`config.mk`:
```
export PLATFORM = sky130hd
export DESIGN_NAME = ndma_engine
export DESIGN_NICKNAME = d
export VERILOG_FILES = /design/src/rtl/ndma_pkg.sv /design/src/rtl/ndma_desc_check.sv /design/src/rtl/ndma_tx_ser.sv /design/src/rtl/ndma_rx_pack.sv /design/src/rtl/ndma_engine.sv
export SDC_FILE = /design/constraint.sdc
export NUM_CORES = 1
export LEC_CHECK = 0
export CELL_PAD_IN_SITES_DETAIL_PLACEMENT = 1
export CELL_PAD_IN_SITES_GLOBAL_PLACEMENT = 2
export CORE_ASPECT_RATIO = 0.5
export CORE_MARGIN = 4
export CORE_UTILIZATION = 35
export CTS_BUF_LIST = sky130_fd_sc_hd__clkbuf_4
export CTS_CLUSTER_DIAMETER = 100
export DETAILED_ROUTE_END_ITERATION = 7
export DONT_BUFFER_PORTS = 1
export PLACE_DENSITY = 0.89
export SYNTH_ARGS = -nofsm -noshare
export SYNTH_HDL_FRONTEND = slang
export SYNTH_SLANG_ARGS = --single-unit
```
`constraint.sdc`:
```
create_clock -name clk -period 3.4 [get_ports clk]
set_clock_uncertainty 0.2 [all_clocks]
set_input_delay 0.17 -clock clk [delete_from_list [all_inputs] [get_ports clk]]
set_output_delay 0.17 -clock clk [all_outputs]
set_load 0.03 [all_outputs]
```
`src/rtl/ndma_pkg.sv`:
```
package ndma_pkg;

  localparam int DESC_W    = 32;
  localparam int OWN_BIT   = 31;
  localparam int FIRST_BIT = 3;
  localparam int LAST_BIT  = 2;
  localparam int SIZE_W    = 12;

  typedef enum logic [3:0] {
    S_IDLE,
    S_F0_REQ,
    S_F0_RSP,
    S_F1_REQ,
    S_F1_RSP,
    S_CHECK,
    S_TX_REQ,
    S_TX_RSP,
    S_TX_DRAIN,
    S_RX_FILL,
    S_RX_WR,
    S_WB
  } ndma_state_e;

endpackage

```
`src/rtl/ndma_desc_check.sv`:
```
module ndma_desc_check
  import ndma_pkg::*;
#(
  parameter int BUS_BYTES = 8,
  parameter int LEN_W     = 12
) (
  input  logic              own_i,
  input  logic              first_i,
  input  logic              last_i,
  input  logic [SIZE_W-1:0] size_i,
  input  logic [LEN_W-1:0]  len_m1_i,
  output logic              ok_o
);

  localparam int LG = $clog2(BUS_BYTES);

  logic [31:0] padded;
  logic [31:0] need;

  always_comb begin
    padded = ((32'(size_i) + 32'(BUS_BYTES - 1)) >> LG) << LG;
    need   = 32'(len_m1_i) + 32'd1;
    ok_o   = own_i & first_i & last_i & (need <= padded);
  end

endmodule

```
`src/rtl/ndma_tx_ser.sv`:
```
module ndma_tx_ser #(
  parameter int BUS_BYTES = 8
) (
  input  logic                   clk,
  input  logic                   rst,
  input  logic                   load_i,
  input  logic [BUS_BYTES*8-1:0] load_word_i,
  input  logic [$clog2(BUS_BYTES):0] load_cnt_i,
  output logic                   out_valid_o,
  output logic [7:0]             out_data_o,
  input  logic                   out_ready_i,
  output logic                   busy_o
);

  localparam int DW = BUS_BYTES * 8;
  localparam int CW = $clog2(BUS_BYTES) + 1;

  logic [DW-1:0] sh_q;
  logic [CW-1:0] cnt_q;
  logic          fire;

  assign out_valid_o = (cnt_q != '0);
  assign out_data_o  = sh_q[7:0];
  assign busy_o      = out_valid_o;
  assign fire        = out_valid_o && out_ready_i;

  always_ff @(posedge clk) begin
    if (rst) begin
      cnt_q <= '0;
      sh_q  <= '0;
    end else if (load_i) begin
      cnt_q <= load_cnt_i;
      sh_q  <= load_word_i;
    end else if (fire) begin
      cnt_q <= cnt_q - CW'(1);
      sh_q  <= sh_q >> 8;
    end
  end

  // an offered byte stays put until the flash side takes it
  a_r4_tx_hold: assert property (@(posedge clk) disable iff (rst)
    out_valid_o && !out_ready_i |=> out_valid_o && $stable(out_data_o));

  // a new word is never loaded over bytes still waiting
  a_r4_no_overload: assert property (@(posedge clk) disable iff (rst)
    load_i |-> !busy_o);

endmodule

```
`src/rtl/ndma_rx_pack.sv`:
```
module ndma_rx_pack #(
  parameter int BUS_BYTES = 8
) (
  input  logic                   clk,
  input  logic                   rst,
  input  logic                   clr_i,
  input  logic [$clog2(BUS_BYTES):0] target_i,
  input  logic                   in_valid_i,
  input  logic [7:0]             in_data_i,
  output logic                   in_ready_o,
  output logic                   full_o,
  output logic [BUS_BYTES*8-1:0] word_o,
  output logic [BUS_BYTES-1:0]   strb_o
);

  localparam int DW = BUS_BYTES * 8;
  localparam int CW = $clog2(BUS_BYTES) + 1;

  logic [DW-1:0] word_q;
  logic [CW-1:0] cnt_q;
  logic          fire;

  assign in_ready_o = !clr_i && (cnt_q < target_i);
  assign fire       = in_valid_i && in_ready_o;
  assign full_o     = (target_i != '0) && (cnt_q == target_i);
  assign word_o     = word_q;

  always_ff @(posedge clk) begin
    if (rst || clr_i) begin
      cnt_q <= '0;
    end else if (fire) begin
      cnt_q <= cnt_q + CW'(1);
    end
  end

  always_ff @(posedge clk) begin
    if (rst) begin
      word_q <= '0;
    end else if (fire) begin
      for (int b = 0; b < BUS_BYTES; b++) begin
        if (cnt_q == CW'(b)) word_q[b*8 +: 8] <= in_data_i;
      end
    end
  end

  for (genvar g = 0; g < BUS_BYTES; g++) begin : g_strb
    assign strb_o[g] = (CW'(g) < cnt_q);
  end

  // the lane counter never runs past one bus word
  a_r5_fill_bound: assert property (@(posedge clk) disable iff (rst)
    cnt_q <= CW'(BUS_BYTES));

  // an accepted byte advances the lane count by exactly one
  a_r5_fill_step: assert property (@(posedge clk) disable iff (rst)
    fire |=> cnt_q == $past(cnt_q) + CW'(1));

endmodule

```
`src/rtl/ndma_engine.sv`:
```
module ndma_engine
  import ndma_pkg::*;
#(
  parameter int ADDR_W    = 32,
  parameter int BUS_BYTES = 8,
  parameter int LEN_W     = 12
) (
  input  logic                   clk,
  input  logic                   rst,
  input  logic                   base_we,
  input  logic [ADDR_W-1:0]      base_wdata,
  input  logic                   start,
  input  logic                   dir,
  input  logic [LEN_W-1:0]       len_m1,
  output logic                   busy,
  output logic                   mem_req_valid,
  input  logic                   mem_req_ready,
  output logic                   mem_req_we,
  output logic [ADDR_W-1:0]      mem_req_addr,
  output logic [BUS_BYTES*8-1:0] mem_req_wdata,
  output logic [BUS_BYTES-1:0]   mem_req_wstrb,
  input  logic                   mem_rsp_valid,
  input  logic [BUS_BYTES*8-1:0] mem_rsp_data,
  output logic                   tx_valid,
  output logic [7:0]             tx_data,
  input  logic                   tx_ready,
  input  logic                   rx_valid,
  input  logic [7:0]             rx_data,
  output logic                   rx_ready,
  output logic                   tx_done,
  output logic                   rx_done,
  output logic                   desc_err
);

  localparam int DW = BUS_BYTES * 8;
  localparam int LG = $clog2(BUS_BYTES);
  localparam int CW = LG + 1;
  localparam int RW = LEN_W + 1;

  ndma_state_e         state_q;
  logic [ADDR_W-1:0]   base_q;
  logic [ADDR_W-1:0]   cur_base_q;
  logic [ADDR_W-1:0]   ptr_q;
  logic [DESC_W-1:0]   status_q;
  logic [SIZE_W-1:0]   size_q;
  logic [LEN_W-1:0]    len_q;
  logic [RW-1:0]       remain_q;
  logic                dir_q;

  logic [CW-1:0]       chunk;
  logic                last_chunk;
  logic                desc_ok;
  logic                ser_load;
  logic                ser_busy;
  logic [CW-1:0]       pk_target;
  logic                pk_clr;
  logic                pk_full;
  logic [DW-1:0]       pk_word;
  logic [BUS_BYTES-1:0] pk_strb;
  logic                unused_rsp;

  assign unused_rsp = ^mem_rsp_data;

  always_comb begin
    if (remain_q >= RW'(BUS_BYTES)) chunk = CW'(BUS_BYTES);
    else                            chunk = remain_q[CW-1:0];
    last_chunk = (remain_q == RW'(chunk));
  end

  ndma_desc_check #(
    .BUS_BYTES (BUS_BYTES),
    .LEN_W     (LEN_W)
  ) u_check (
    .own_i    (status_q[OWN_BIT]),
    .first_i  (status_q[FIRST_BIT]),
    .last_i   (status_q[LAST_BIT]),
    .size_i   (size_q),
    .len_m1_i (len_q),
    .ok_o     (desc_ok)
  );

  assign ser_load = (state_q == S_TX_RSP) && mem_rsp_valid;

  ndma_tx_ser #(
    .BUS_BYTES (BUS_BYTES)
  ) u_ser (
    .clk         (clk),
    .rst         (rst),
    .load_i      (ser_load),
    .load_word_i (mem_rsp_data),
    .load_cnt_i  (chunk),
    .out_valid_o (tx_valid),
    .out_data_o  (tx_data),
    .out_ready_i (tx_ready),
    .busy_o      (ser_busy)
  );

  assign pk_target = (state_q == S_RX_FILL) ? chunk : '0;
  assign pk_clr    = (state_q == S_RX_WR) && mem_req_ready;

  ndma_rx_pack #(
    .BUS_BYTES (BUS_BYTES)
  ) u_pack (
    .clk        (clk),
    .rst        (rst),
    .clr_i      (pk_clr),
    .target_i   (pk_target),
    .in_valid_i (rx_valid),
    .in_data_i  (rx_data),
    .in_ready_o (rx_ready),
    .full_o     (pk_full),
    .word_o     (pk_word),
    .strb_o     (pk_strb)
  );

  assign busy = (state_q != S_IDLE);

  // memory request decode
  always_comb begin
    mem_req_valid = 1'b0;
    mem_req_we    = 1'b0;
    mem_req_addr  = cur_base_q;
    mem_req_wdata = '0;
    mem_req_wstrb = '0;
    case (state_q)
      S_F0_REQ: mem_req_valid = 1'b1;
      S_F1_REQ: begin
        mem_req_valid = 1'b1;
        mem_req_addr  = cur_base_q + ADDR_W'(BUS_BYTES);
      end
      S_TX_REQ: begin
        mem_req_valid = 1'b1;
        mem_req_addr  = ptr_q;
      end
      S_RX_WR: begin
        mem_req_valid = 1'b1;
        mem_req_we    = 1'b1;
        mem_req_addr  = ptr_q;
        mem_req_wdata = pk_word;
        mem_req_wstrb = pk_strb;
      end
      S_WB: begin
        mem_req_valid = 1'b1;
        mem_req_we    = 1'b1;
        mem_req_wdata = DW'(status_q & ~(DESC_W'(1) << OWN_BIT));
        mem_req_wstrb = BUS_BYTES'((1 << (DESC_W / 8)) - 1);
      end
      default: ;
    endcase
  end

  always_ff @(posedge clk) begin
    if (rst) begin
      state_q    <= S_IDLE;
      base_q     <= '0;
      cur_base_q <= '0;
      ptr_q      <= '0;
      status_q   <= '0;
      size_q     <= '0;
      len_q      <= '0;
      remain_q   <= '0;
      dir_q      <= 1'b0;
      tx_done    <= 1'b0;
      rx_done    <= 1'b0;
      desc_err   <= 1'b0;
    end else begin
      tx_done  <= 1'b0;
      rx_done  <= 1'b0;
      desc_err <= 1'b0;
      if (base_we) base_q <= {base_wdata[ADDR_W-1:LG], LG'(0)};
      case (state_q)
        S_IDLE: begin
          if (start) begin
            cur_base_q <= base_q;
            dir_q      <= dir;
            len_q      <= len_m1;
            remain_q   <= RW'(len_m1) + RW'(1);
            state_q    <= S_F0_REQ;
          end
        end
        S_F0_REQ: if (mem_req_ready) state_q <= S_F0_RSP;
        S_F0_RSP: begin
          if (mem_rsp_valid) begin
            status_q <= mem_rsp_data[DESC_W-1:0];
            size_q   <= mem_rsp_data[DESC_W +: SIZE_W];
            state_q  <= S_F1_REQ;
          end
        end
        S_F1_REQ: if (mem_req_ready) state_q <= S_F1_RSP;
        S_F1_RSP: begin
          if (mem_rsp_valid) begin
            ptr_q   <= {mem_rsp_data[ADDR_W-1:LG], LG'(0)};
            state_q <= S_CHECK;
          end
        end
        S_CHECK: begin
          if (!desc_ok) begin
            desc_err <= 1'b1;
            state_q  <= S_IDLE;
          end else if (dir_q) begin
            state_q  <= S_RX_FILL;
          end else begin
            state_q  <= S_TX_REQ;
          end
        end
        S_TX_REQ: if (mem_req_ready) state_q <= S_TX_RSP;
        S_TX_RSP: if (mem_rsp_valid) state_q <= S_TX_DRAIN;
        S_TX_DRAIN: begin
          if (!ser_busy) begin
            remain_q <= remain_q - RW'(chunk);
            ptr_q    <= ptr_q + ADDR_W'(BUS_BYTES);
            state_q  <= last_chunk ? S_WB : S_TX_REQ;
          end
        end
        S_RX_FILL: if (pk_full) state_q <= S_RX_WR;
        S_RX_WR: begin
          if (mem_req_ready) begin
            remain_q <= remain_q - RW'(chunk);
            ptr_q    <= ptr_q + ADDR_W'(BUS_BYTES);
            state_q  <= last_chunk ? S_WB : S_RX_FILL;
          end
        end
        S_WB: begin
          if (mem_req_ready) begin
            tx_done <= !dir_q;
            rx_done <= dir_q;
            state_q <= S_IDLE;
          end
        end
        default: state_q <= S_IDLE;
      endcase
    end
  end

  // the three events are mutually exclusive
  a_r8_one_event: assert property (@(posedge clk) disable iff (rst)
    $onehot0({tx_done, rx_done, desc_err}));

  // every event lands with the engine back in idle
  a_r8_event_idle: assert property (@(posedge clk) disable iff (rst)
    (tx_done || rx_done || desc_err) |-> !busy);

  // requests use aligned addresses
  a_r6_aligned: assert property (@(posedge clk) disable iff (rst)
    mem_req_valid |-> mem_req_addr[LG-1:0] == '0);

  // a pending request holds until accepted
  a_r6_req_hold: assert property (@(posedge clk) disable iff (rst)
    mem_req_valid && !mem_req_ready |=>
      mem_req_valid && $stable(mem_req_addr) && $stable(mem_req_we));

  // a rejected descriptor leaves no memory traffic behind
  a_r2_err_quiet: assert property (@(posedge clk) disable iff (rst)
    desc_err |-> !mem_req_valid && !tx_valid);

  // a start while busy does not disturb the latched direction
  a_r9_dir_kept: assert property (@(posedge clk) disable iff (rst)
    busy && $past(busy) |-> $stable(dir_q));

endmodule

```
==> flow_metrics.env <==
export IMPL_power_total_mw=10.8
export IMPL_hp_class="primary input to register"
export IMPL_power_frac_comb_pct=31.2
export IMPL_fill_cells=5008
export IMPL_initialDrtViolationCount=1620
export IMPL_rows=53
export IMPL_nets=2583
export IMPL_path_max_fanout=2
export IMPL_p_switching_mw=4.15
export IMPL_peakVddDrop_v=0.000376
export IMPL_min_period_ns=3.84
export IMPL_htreeDepth=3
export IMPL_hpwl_um=39500
export IMPL_p_per_area_mw_per_mm2=487
export IMPL_antenna_found_initial=8
export IMPL_ys_types=80
export IMPL_start_kind="register"
export IMPL_post_place_ws_ns=-0.112
export IMPL_root_buffer="clkbuf_4"
export IMPL_power_share_clock_pct=31.5
export IMPL_met2_usage_pct=48.0
export IMPL_postRouteAntennaNets=0
export IMPL_ys_warnings_count=0
export IMPL_clk_pin_slew_ns=0.09
export IMPL_finalMaxSlewViolations=0
export IMPL_intPower_mw=6.63
export IMPL_fin_crit_sh_pct=113
export IMPL_worst_slew_margin_rel_pct=27.9
export IMPL_finalHoldViolCount=0
export IMPL_switching_share_pct=38.5
export IMPL_worst_slack_ns=-0.441
export IMPL_tritoncts="built"
export IMPL_clock_sinks=300
export IMPL_io_buffers=0
export IMPL_p_leak_nw=9.16
export IMPL_start_util_pct=35.9
export IMPL_async_flop_share_pct=0
export IMPL_synthCells=1956
export IMPL_critPathKind="register to output pin"
export IMPL_gr_total_overflow=0
export IMPL_drc_errors=0
export IMPL_final_cell_mix="dlygate4sd3_1, nand2_1, dfxtp_1"
export IMPL_vias_per_cell=5.79
export IMPL_tightest_slew_ns=1.10
export IMPL_grt_first_pass_wirelength_um=110000
export IMPL_setup_violations=66
export IMPL_arrival_ns=3.47
export IMPL_hold_slack_ns=0.0331
export IMPL_layout_drive_gt1_share_pct=14.2
export IMPL_status="complete, but fails checks"
export IMPL_grt_pass1_vias=18200
export IMPL_critPathCaptureType="output pin"
export IMPL_boundaryPins=245
export IMPL_hold_start="rx_data[4]"
export IMPL_core_area_mm2=0.0425
export IMPL_fmax_mhz=260
export IMPL_die_h_um=156
export IMPL_syn2layout_area_growth_pct=44.9
export IMPL_startpoint="remain_q[8]$_SDFFE_PP0P_"
export IMPL_die_area_mm2=0.0472
export IMPL_max_cap_violations=0
export IMPL_postSynthAreaPerCell_um2=7.81
export IMPL_drt_total_wl_um=75300
export IMPL_synthFlopType="dfxtp_1"
export IMPL_cts_buffer_depth=3
export IMPL_met1_usage_pct=37.1
export IMPL_synth_area_mm2=0.0153
export IMPL_rsz0062_at_grt="true"
export IMPL_synth_edf_count=0
export IMPL_avgRoutedWirePerCell_um=24.5
export IMPL_synth_seq_area_share_pct=39.3
export IMPL_vias=17800
export IMPL_finalSetupTns_ns=-8.54
export IMPL_grt_max_degree=195
export IMPL_die_x_um=303
export IMPL_violations="negative setup slack"
export IMPL_layout_commonest_cell="dlygate4sd3_1"
export IMPL_clock_latency_ns=0.88
export IMPL_globalplace_congestion=0.904
export IMPL_required_ns=3.03
export IMPL_grt_total_usage_pct=29.8
export IMPL_busiest_layer="met2"
export IMPL_yosys_register_bits=300
export IMPL_pwr_share_seq_pct=37.2
export IMPL_grtUsageMet3_pct=7.69
export IMPL_dr_pass1_iters=5
export IMPL_reg2reg_from="remain_q[8]$_SDFFE_PP0P_"
export IMPL_cts_buffers=75
## worst paths after layout
path	end	slack (ns)	cells past startpoint
min	u_pack.word_o[4]$_SDFFE_PP0P_	0.03	3
max	rx_ready	-0.44	11
max reg2reg	u_pack.word_o[36]$_SDFFE_PP0P_	-0.21	13
min reg2reg	u_pack.word_o[53]$_SDFFE_PP0P_	0.26	2
## worst max-delay path: stages (launching register included)
cell,delay [ns]
dfxtp_1,0.32
or4_4,0.53
nor4b_4,0.33
and3_4,0.28
nand2_4,0.06
ha_4,0.24
nor2b_1,0.13
o21a_1,0.18
o21ai_2,0.21
buf_6,0.13
and2_4,0.15
buf_12,0.11
## power by group through the flow
stage                     Combinational [mW]  Clock [mW]  Sequential [mW]
after global placement                  2.34           0             4.04
after global routing                    3.57        3.60             4.03
after CTS                               3.03        3.31             3.98
final                                   3.37        3.40             4.02
after detailed placement                2.39           0             4.05
after floorplan                         1.79           0             3.94
## cell usage after synthesis (5+ instances only)
cell      instances  area [um2]
buf_1            14        52.6
buf_4            11        82.6
and2_1           41         257
o32ai_1           5        43.8
nor3_1           29         145
a22oi_1          17         128
o21ai_0          51         255
a311oi_1         59         517
and4_1            6        52.6
nor2_1          219         822
and3_1           22         138
o22ai_1          10        62.6
o31a_1            5        43.8
nand4_1          21         131
or3_1             8        50.1
nor4_1           15        93.8
a21o_1           10        75.1
a221o_1           6        60.1
clkbuf_1        123         462
nand3_1         103         515
o211ai_1         10        75.1
buf_2            12        60.1
xor2_1           14         123
inv_1            25        93.8
ha_1             22         275
xnor2_1          21         184
a21oi_1         146         731
dfxtp_1         300        6010
a31oi_1          10        62.6
nand2_1         384        1440
o31ai_1           7        52.6
mux2i_1         128        1280
nor2b_1           5        31.3
a211oi_1         18         135
o311ai_0         10        87.6
## state kept, by name (all words and copies together) (netlist names)
signal and flops:
rx_done 1, u_ser.sh_q 64, size_q 12, u_ser.cnt_q 4
state_q 4, len_q 12, remain_q 13, u_pack.cnt_q 4
status_q 32, base_q 29, ptr_q 29, cur_base_q 29
u_pack.word_o 64, dir_q 1, desc_err 1, tx_done 1
## layer usage
layer | part of all wire (%) | wire [um]
met1 | 40 | 30400
met2 | 46 | 34400
met3 | 8.5 | 6400
met4 | 5.4 | 4070
met5 | 0.073 | 55
## cell families (layout without fill, tap and decap cells)
family / count (synthesis) / count (layout) / synth area share, %
AOI/OAI and AO/OA: 396 / 396 / 17.4
xor gates and xnor gates: 35 / 35 / 2.01
adders and majority gates: 22 / 22 / 1.80
buffers and inverters: 188 / 716 / 5.05
DFF: 300 / 300 / 39.3
muxes: 128 / 128 / 8.39
other: 2 / 13 / 0.0492
and+or+nand+nor: 885 / 885 / 26.0
## repair_timing
action	4_1_cts	5_1_grt
hold buffers	424	0
hold endpoints to repair	300	0
pin swaps	11	17
setup buffers	10	10
setup endpoints to repair	86	244
resized for setup	43	52
## area by class of cell
class                           instances  area, um2  share of cell area [%]
Tap cell                              577        722                    3.26
Timing Repair Buffer                  563       5530                    25.0
Sequential cell                       300       6030                    27.2
Inverter                               26        100                   0.452
Multi-Input combinational cell       1470       8790                    39.7
Clock buffer                          111        833                    3.76
Clock inverter                         16        105                   0.475
Antenna cell                            9       22.5                   0.102
## through the flow
| step | utilization (%) | std cells | instance area, um2 |
|---|---|---|---|
| final | 52.1 | 3072 | 22100 |
| after global routing | 52.1 | 3071 | 22100 |
| after global placement | 38.6 | 2493 | 16400 |
| after CTS | 51.4 | 3054 | 21900 |
| after detailed placement | 38.6 | 2493 | 16400 |
| after floorplan | - | 1958 | 15300 |
No activity file was read; power rests on OpenSTA's default activity.
